--- config.mk ---
export PLATFORM = sky130hd
export DESIGN_NAME = cb_exec_unit
export DESIGN_NICKNAME = d
export VERILOG_FILES = /design/src/rtl/cb_exec_unit.sv
export SDC_FILE = /design/constraint.sdc
export NUM_CORES = 1
export LEC_CHECK = 0
export BUFFER_PORTS_ARGS = -buffer_cell sky130_fd_sc_hd__buf_2
export CAP_MARGIN = 20
export CORE_MARGIN = 2
export CORE_UTILIZATION = 35
export DETAILED_ROUTE_END_ITERATION = 12
export SYNTH_ARGS = -nofsm -noshare
export SYNTH_HDL_FRONTEND = slang
export SYNTH_SLANG_ARGS = --single-unit
--- constraint.sdc ---
create_clock -name clk -period 1.05 [get_ports clk]
set_clock_uncertainty 0.1 [all_clocks]
set_input_delay 0.105 -clock clk [delete_from_list [all_inputs] [get_ports clk]]
set_output_delay 0.105 -clock clk [all_outputs]
set_load 0.01 [all_outputs]
--- src/rtl/cb_exec_unit.sv ---
module cb_exec_unit (
  input  logic       clk,
  input  logic       rst_n,
  input  logic       op_valid,
  input  logic [7:0] op_code,
  input  logic [7:0] operand,
  input  logic [7:0] flags_in,
  output logic       res_valid,
  output logic [7:0] res_data,
  output logic [7:0] res_flags,
  output logic       res_store,
  output logic [2:0] res_dest,
  output logic       res_dest_mem
);
  localparam int FS = 7;
  localparam int FZ = 6;
  localparam int FH = 4;
  localparam int FP = 2;
  localparam int FN = 1;
  localparam int FC = 0;
  localparam logic [2:0] MEM_SEL = 3'b110;

  logic [1:0] cls;
  logic [2:0] fld;
  logic       cin;
  logic [7:0] mask;
  logic [7:0] sh_val;
  logic       sh_out;
  logic       bit_hit;
  logic [7:0] nxt_data;
  logic [7:0] nxt_flags;

  assign cls     = op_code[7:6];
  assign fld     = op_code[5:3];
  assign cin     = flags_in[FC];
  assign mask    = 8'd1 << fld;
  assign bit_hit = |(operand & mask);

  always_comb begin
    sh_out = operand[7];
    case (fld)
      3'd0: sh_val = {operand[6:0], operand[7]};
      3'd1: begin sh_val = {operand[0], operand[7:1]}; sh_out = operand[0]; end
      3'd2: sh_val = {operand[6:0], cin};
      3'd3: begin sh_val = {cin, operand[7:1]};        sh_out = operand[0]; end
      3'd4: sh_val = {operand[6:0], 1'b0};
      3'd5: begin sh_val = {operand[7], operand[7:1]}; sh_out = operand[0]; end
      3'd6: sh_val = {operand[6:0], 1'b1};
      default: begin sh_val = {1'b0, operand[7:1]};    sh_out = operand[0]; end
    endcase
  end

  always_comb begin
    nxt_flags = flags_in;
    nxt_data  = operand;
    case (cls)
      2'b00: begin
        nxt_data      = sh_val;
        nxt_flags[FS] = sh_val[7];
        nxt_flags[FZ] = (sh_val == 8'h00);
        nxt_flags[FH] = 1'b0;
        nxt_flags[FP] = ~^sh_val;
        nxt_flags[FN] = 1'b0;
        nxt_flags[FC] = sh_out;
      end
      2'b01: begin
        nxt_flags[FS] = (fld == 3'd7) && bit_hit;
        nxt_flags[FZ] = ~bit_hit;
        nxt_flags[FH] = 1'b1;
        nxt_flags[FP] = ~bit_hit;
        nxt_flags[FN] = 1'b0;
      end
      2'b10:   nxt_data = operand & ~mask;
      default: nxt_data = operand | mask;
    endcase
  end

  always_ff @(posedge clk or negedge rst_n) begin
    if (!rst_n) begin
      res_valid    <= 1'b0;
      res_data     <= '0;
      res_flags    <= '0;
      res_store    <= 1'b0;
      res_dest     <= '0;
      res_dest_mem <= 1'b0;
    end else begin
      res_valid <= op_valid;
      if (op_valid) begin
        res_data     <= nxt_data;
        res_flags    <= nxt_flags;
        res_store    <= (cls != 2'b01);
        res_dest     <= op_code[2:0];
        res_dest_mem <= (op_code[2:0] == MEM_SEL);
      end
    end
  end

  assert_valid_latency_R1: assert property (@(posedge clk) disable iff (!rst_n)
    op_valid |=> res_valid);
  assert_idle_hold_R1: assert property (@(posedge clk) disable iff (!rst_n)
    !op_valid |=> (!res_valid && $stable(res_data) && $stable(res_flags) && $stable(res_store)));
  assert_fill_one_R5: assert property (@(posedge clk) disable iff (!rst_n)
    (op_valid && op_code[7:3] == 5'b00110) |=> (res_data[0] && res_flags[FC] == $past(operand[7])));
  assert_shift_hn_clear_R6: assert property (@(posedge clk) disable iff (!rst_n)
    (op_valid && op_code[7:6] == 2'b00) |=> (!res_flags[FH] && !res_flags[FN]));
  assert_test_no_store_R7: assert property (@(posedge clk) disable iff (!rst_n)
    (op_valid && op_code[7:6] == 2'b01) |=> (!res_store && res_data == $past(operand)
                                            && res_flags[FC] == $past(flags_in[FC])));
  assert_setres_flags_R8: assert property (@(posedge clk) disable iff (!rst_n)
    (op_valid && op_code[7]) |=> (res_flags == $past(flags_in)));
  assert_setres_one_bit_R8: assert property (@(posedge clk) disable iff (!rst_n)
    (op_valid && op_code[7]) |=> ($countones(res_data ^ $past(operand)) <= 1));
  assert_passthru_R10: assert property (@(posedge clk) disable iff (!rst_n)
    op_valid |=> (res_flags[5] == $past(flags_in[5]) && res_flags[3] == $past(flags_in[3])));
endmodule

==> results.toml, run 1 <==
[pwr]
power.leakage_uw = 0.00103
p_switching_uw = 738
p_seq_share_pct = 37.5
power_uw = 2620
peakVddDrop_mv = 0.633
internal_power_uw = 1880
p_per_area_nw_per_um2 = 1160
pwr-share-comb_pct = 32.3
power.share.clock_pct = 30.2
sw_frac_of_total_pct = 28.2

[routing]
drc = 0
drt_iter0_markers = 73
dr_total_vias = 1520
drtPass1Iterations = 4
finalWirelength_um = 4220
ant_nets = 0
avgViaCountPerCell = 5.12
routedWlPerCell_um = 14.2

[finish]
antennaDiodeCount = 0
area_delta_synth_final_pct = 56.6
finalNetCount = 279
final_layout_size_suffix_gt1_share_pct = 47.0
final_core_util_pct = 56.7
design_area_sq_um = 2270

[synthesis]
seq_area_frac_synth_pct = 38.0
avgSynthCellArea_sq_um = 8.88
syn_area_sq_um = 1450
syn-instance-count = 163
synth_cell_types = 42
syn_nets = 194
ys_warn_count = 0
ys_ff_latch = 22

[critical_path]
reg2reg_depth = 1
rr_startpoint = "res_dest[1]"
crit_path_max_fanout = 4
end_kind = "flip-flop"
critical-path-slowest-cell = "o31a_1"
reg2reg_to = "res_dest[1]"
max_stage_delay_ns = 0.28
critical_path_required_ns = 1.14
endpoint = "res_flags[2]"
rrSetupSlack_ns = 0.19
crit_chain = "buf_8, nand2b_4, nor2_1, o31a_1, ha_4, xor2_1, xnor2_1, a22oi_1, a31oi_1"
path_buf_inv = 1
cp.arrival_ns = 1.45
critPathLaunchType = "input port"
worstSetupPathType = "input port to flip-flop"
cp.depth = 9
cp-startpoint = "op_code[5]"
cp_top_family = "compound AO/OA/AOI/OAI gates"

[worst_hold_path]
hold_path.class = "input port to flip-flop"

[sta]
relSlewSlack_pct = 66.9
worst_pin_slew_ns = 0.497
finalCriticalPeriod_ns = 1.36
rsz0062_at_grt = "yes"
hold_ws_ns = 0.0145
worst_slack_ns = -0.308
timing.final.crit_share_pct = 129
finalHoldViolations = 0
fmaxAchievable_ghz = 0.736
slew_viol_final = 0
setup_violations = 3

[floorplanning]
die_area_sq_um = 4670
die-height_um = 68.3
fp.coreArea_sq_um = 4000
die_width_um = 68.3
start_util_pct = 36.2
ios = 49
rows = 23

[global_route]
grt_util_all_layers_pct = 19.2
overflow = 0
grt_max_degree = 26
grt_pass1_vias = 1415
met1_usage_pct = 24.3
antenna_found_initial = 0
busiest_layer = "met2"
grt_pass1_wl_um = 6620
met2_usage_pct = 33.0
met3_usage_pct = 4.61

[placement]
dp_slack_ns = -0.770
place_congestion = 0.907
port-buffer-count = 48
place_area_sq_um = 1960
dp_hpwl_um = 3250

[status]
violations = "setup timing"
status = "finished with violations"

[job]
cap_violations = 0

[clock_network]
insertion_delay_ns = 0.26
cts_sinks = 22
cts_root_buffer = "clkbuf_8"
clkTransAtPathRegs_ns = 0.08
htreeDepth = 1
cts_tree = "yes"
clockBufferDepth = 2
cts-buffers-inserted = 3
-- cell type report --
class	count	area, sq um
clock inverters	1	30.0
repair buffers	92	649
well taps	50	62.6
fillers	369	1730
clock buffers	3	41.3
flip-flops and latches	22	551
multi-input cells	125	918
inverters	4	15.0
-- per-layer routing --
layer,vias to the layer above,part of all wire (%)
met5,-,0
met4,0,0.40
met1,720,43
li1,761,-
met3,2,5.3
met2,37,51
-- cells in the final DEF (no fill, tap or decap), types with 3 or more instances in the layout --
master         synthesis  routed
a21oi_1               12      10
a21oi_2                2       4
a31oi_1                8       8
buf_2                  4      44
buf_4                  0      34
buf_6                  2       3
clkbuf_8               0       3
dfrtp_1               22      22
dlygate4sd3_1          0       7
inv_1                  3       3
mux2_2                 6       6
nand2_1                6       5
nand3_1                4       4
nor2_1                24      24
o211ai_1               5       5
o21ai_0               11      10
o21ai_1                3       4
o311a_1                4       4
-- cell usage after synthesis (all sizes together) --
| cell type | instances | share of area, % |
|---|---|---|
| dfrtp | 22 | 38 |
| ha | 4 | 3.5 |
| a32oi | 1 | 0.61 |
| inv | 4 | 1.0 |
| a22oi | 2 | 1.0 |
| or2 | 1 | 0.43 |
| nor2b | 2 | 0.86 |
| a31oi | 8 | 3.5 |
| a21o | 1 | 0.52 |
| xnor2 | 1 | 0.61 |
| nand2b | 5 | 2.5 |
| nor2 | 25 | 6.7 |
| mux2 | 6 | 4.7 |
| o21ai | 14 | 4.8 |
| o31a | 1 | 0.61 |
| o221ai | 1 | 0.61 |
| nand4 | 1 | 0.43 |
| buf | 7 | 3.2 |
| a21boi | 2 | 1.8 |
| mux2i | 4 | 2.8 |
| o311a | 4 | 2.8 |
| and2b | 2 | 1.0 |
| nand2 | 7 | 2.0 |
| and3 | 1 | 0.43 |
| nand4b | 1 | 0.61 |
| nand3 | 4 | 1.4 |
| a21oi | 14 | 5.4 |
| nor3 | 3 | 1.0 |
| o211ai | 5 | 2.6 |
| a41oi | 1 | 1.1 |
| xor2 | 2 | 1.2 |
| clkbuf | 5 | 1.3 |
| o21a | 2 | 1.0 |
-- registers in the layout, indices dropped and copies added, names as in the netlist --
| register | flops |
|---|---|
| res_data | 8 |
| res_flags | 8 |
| res_dest | 3 |
| res_dest_mem | 1 |
| res_store | 1 |
| res_valid | 1 |
-- how the worst min path moves through the flow --
| stage | from | to | slack, ns | cells after the start |
|---|---|---|---|---|
| 3_5_place_dp | rst_n | res_flags[1] | 0.003 | 1 |
| 4_1_cts | op_valid | res_valid | 0.01 | 1 |
| 6_report | op_valid | res_valid | 0.01 | 1 |
| 3_3_place_gp | rst_n | res_valid | -0.003 | 1 |
| 2_1_floorplan | rst_n | res_data[0] | -0.29 | 0 |
| 5_1_grt | op_valid | res_valid | 0.02 | 1 |
-- kinds of logic after synthesis --
group	count (synthesis)	synth area share (%)
buffers and inverters	16	5.53
AOI/OAI and AO/OA	56	26.4
muxes	10	7.43
and+or+nand+nor	52	17.4
xor gates and xnor gates	3	1.82
adders and majority gates	4	3.46
DFF	22	38.0
-- per-stage QoR --
stage	setup TNS, ns	std cells
3_5_place_dp	-4.55	283
3_3_place_gp	-4.37	283
4_1_cts	-0.564	297
2_1_floorplan	-0.897	163
6_report	-0.449	297
5_1_grt	-0.668	297
-- power groups by stage --
stage                     clock network, uW  logic, uW  registers [uW]
after floorplan                           0        357            1040
after global placement                    0        742             996
after detailed placement                  0        748             998
after CTS                               810        805             983
after global routing                    836        935             995
final                                   790        847             982
-- timing repair --
action / in CTS / in global routing
endpoints found under the hold margin: 28 / 0
setup endpoints to repair: 8 / 8
resized for setup: 14 / 17
hold buffers: 7 / 0
buffers inserted: 2 / 0
gates cloned: 1 / 0
pin swaps: 7 / 7
Note: power is estimated with default switching activity, not from simulation.
==> inputs of run 2 (changes only) <==
CORE_MARGIN = not set   (was 2)
CTS_BUF_LIST = sky130_fd_sc_hd__clkbuf_16   (was not set)
TNS_END_PERCENT = 1   (was not set)
==> run 2 against run 1 <==
Against the previous run:
- the flow still finishes with violations (setup timing)
- cell count is 0.34% lower
- critical path depth is 1 lower
- via count is 0.46% lower
- die area is 5.8% lower
- power is 3.2% lower
- maximum frequency is 5.4% lower
- clock-buffer cell count stayed put
- sequential power hardly changed
- worst setup slack worse by 0.077 ns
- critical endpoint unchanged
- critical path type unchanged
- hold slack worse by 0.0094 ns
==> results.toml, run 2 (same netlist as run 1, synthesis figures left out) <==
[sta]
finalHoldViolations = 0
fmaxAchievable_ghz = 0.697
relSlewSlack_pct = 67.1
slew_viol_final = 0
timing.final.crit_share_pct = 137
worst_pin_slew_ns = 0.493
rsz0062_at_grt = "yes"
finalCriticalPeriod_ns = 1.44
setup_violations = 3
worst_slack_ns = -0.386

[floorplanning]
start_util_pct = 36.5
rows = 23
die_area_sq_um = 4400
ios = 49
die-height_um = 66.3
die_width_um = 66.3
fp.coreArea_sq_um = 3970

[pwr]
internal_power_uw = 1840
pwr-share-comb_pct = 30.9
p_seq_share_pct = 38.7
sw_frac_of_total_pct = 27.5
p_switching_uw = 698
power.share.clock_pct = 30.3
p_per_area_nw_per_um2 = 1180
peakVddDrop_mv = 0.716
power.leakage_uw = 0.00100

[clock_network]
insertion_delay_ns = 0.25
cts_sinks = 22
htreeDepth = 1
clkTransAtPathRegs_ns = 0.05
cts_root_buffer = "clkbuf_16"
cts_tree = "yes"
cts-buffers-inserted = 3
clockBufferDepth = 2

[status]
violations = "setup timing"
status = "finished with violations"

[placement]
port-buffer-count = 48
place_congestion = 0.828
dp_slack_ns = -0.742
dp_hpwl_um = 3170

[critical_path]
cp-startpoint = "op_code[3]"
rr_startpoint = "res_dest[0]"
worstSetupPathType = "input port to flip-flop"
critPathLaunchType = "input port"
crit_path_max_fanout = 9
cp.arrival_ns = 1.46
end_kind = "flip-flop"
critical_path_required_ns = 1.08

[finish]
final_core_util_pct = 54.2
finalNetCount = 279
mostFrequentLayoutCells = "45 x buf_2, 38 x buf_4, 23 x nor2_1, 22 x dfrtp_1"
final_layout_size_suffix_gt1_share_pct = 45.1
antennaDiodeCount = 0
reg_top3 = "res_data: 8 flops, res_flags: 8 flops, res_dest: 3 flops"
area_delta_synth_final_pct = 48.7
mostFrequentLayoutCell = "buf_2"

[global_route]
grt_pass1_wl_um = 6440
overflow = 0
grt_util_all_layers_pct = 19.5
grt_max_degree = 23
grt_pass1_vias = 1398
antenna_found_initial = 0

[routing]
finalWirelength_um = 3930
routedWlPerCell_um = 13.3
avgViaCountPerCell = 5.11
drc = 0
dr_total_vias = 1513
drt_iter0_markers = 43
ant_nets = 0
drtPass1Iterations = 4

[worst_hold_path]
hold_start = "op_code[1]"
hold_path.class = "input port to flip-flop"

[job]
cap_violations = 0
==> run 2: per-stage QoR <==
stage,hold slack [ns],instances,cell area [sq um],power [uW],TNS (ns)
final,0.00514,296,2150,2540,-0.519
after CTS,0.00120,296,2140,2570,-0.527
after global placement,-0.00333,288,1980,1740,-3.95
after floorplan,-0.291,163,1470,1400,-0.966
after global routing,0.00287,296,2150,2710,-0.841
after detailed placement,-0.00132,288,1980,1750,-4.04
==> run 2: what timing repair did <==
item / in CTS / in global routing
hold buffers: 4 / 0
endpoints found under the hold margin: 25 / 0
pin swaps: 7 / 9
setup endpoints to repair: 8 / 8
buffers inserted: 1 / 0
resized for setup: 13 / 3
==> run 2: power groups by stage <==
stage,sequential [uW],combinational [uW],clock (uW)
after global placement,996,744,0
after CTS,985,787,794
after detailed placement,999,749,0
final,983,784,770
after global routing,996,873,845
after floorplan,1040,353,0
==> run 2: worst paths after layout <==
kind / endpoint / slack (ns) / cells after the start
worst max-delay path: res_flags[2] / -0.39 / 8
worst min-delay path: res_dest[1] / 0.005 / 2
worst max register to register: res_dest[0] / 0.20 / 1
worst min register to register: res_flags[0] / 0.40 / 1
max in group asynchronous: res_data[2] / 0.26 / 2
min in group asynchronous: res_dest[1] / 0.25 / 2
==> run 2: critical path, cell delays in order <==
cell and delay (ns):
buf_6 0.12, buf_6 0.11, o31a_1 0.30, ha_1 0.28, xor2_1 0.17, xnor2_1 0.13, a22oi_1 0.15, a31oi_1 0.10
==> run 2: layout make-up <==
type	instances	area, sq um
well taps	50	62.6
repair buffers	92	611
flip-flops and latches	22	551
fillers	387	1820
multi-input cells	125	840
inverters	4	15.0
clock buffers	3	75.1
==> run 2: routing by layer <==
| layer | wire length, um | vias up | global-route usage (%) |
|---|---|---|---|
| li1 | - | 764 | - |
| met5 | 0 | - | 0 |
| met2 | 1950 | 37 | 32.4 |
| met4 | 52 | 0 | 4.26 |
| met3 | 176 | 6 | 4.66 |
| met1 | 1750 | 706 | 25.3 |
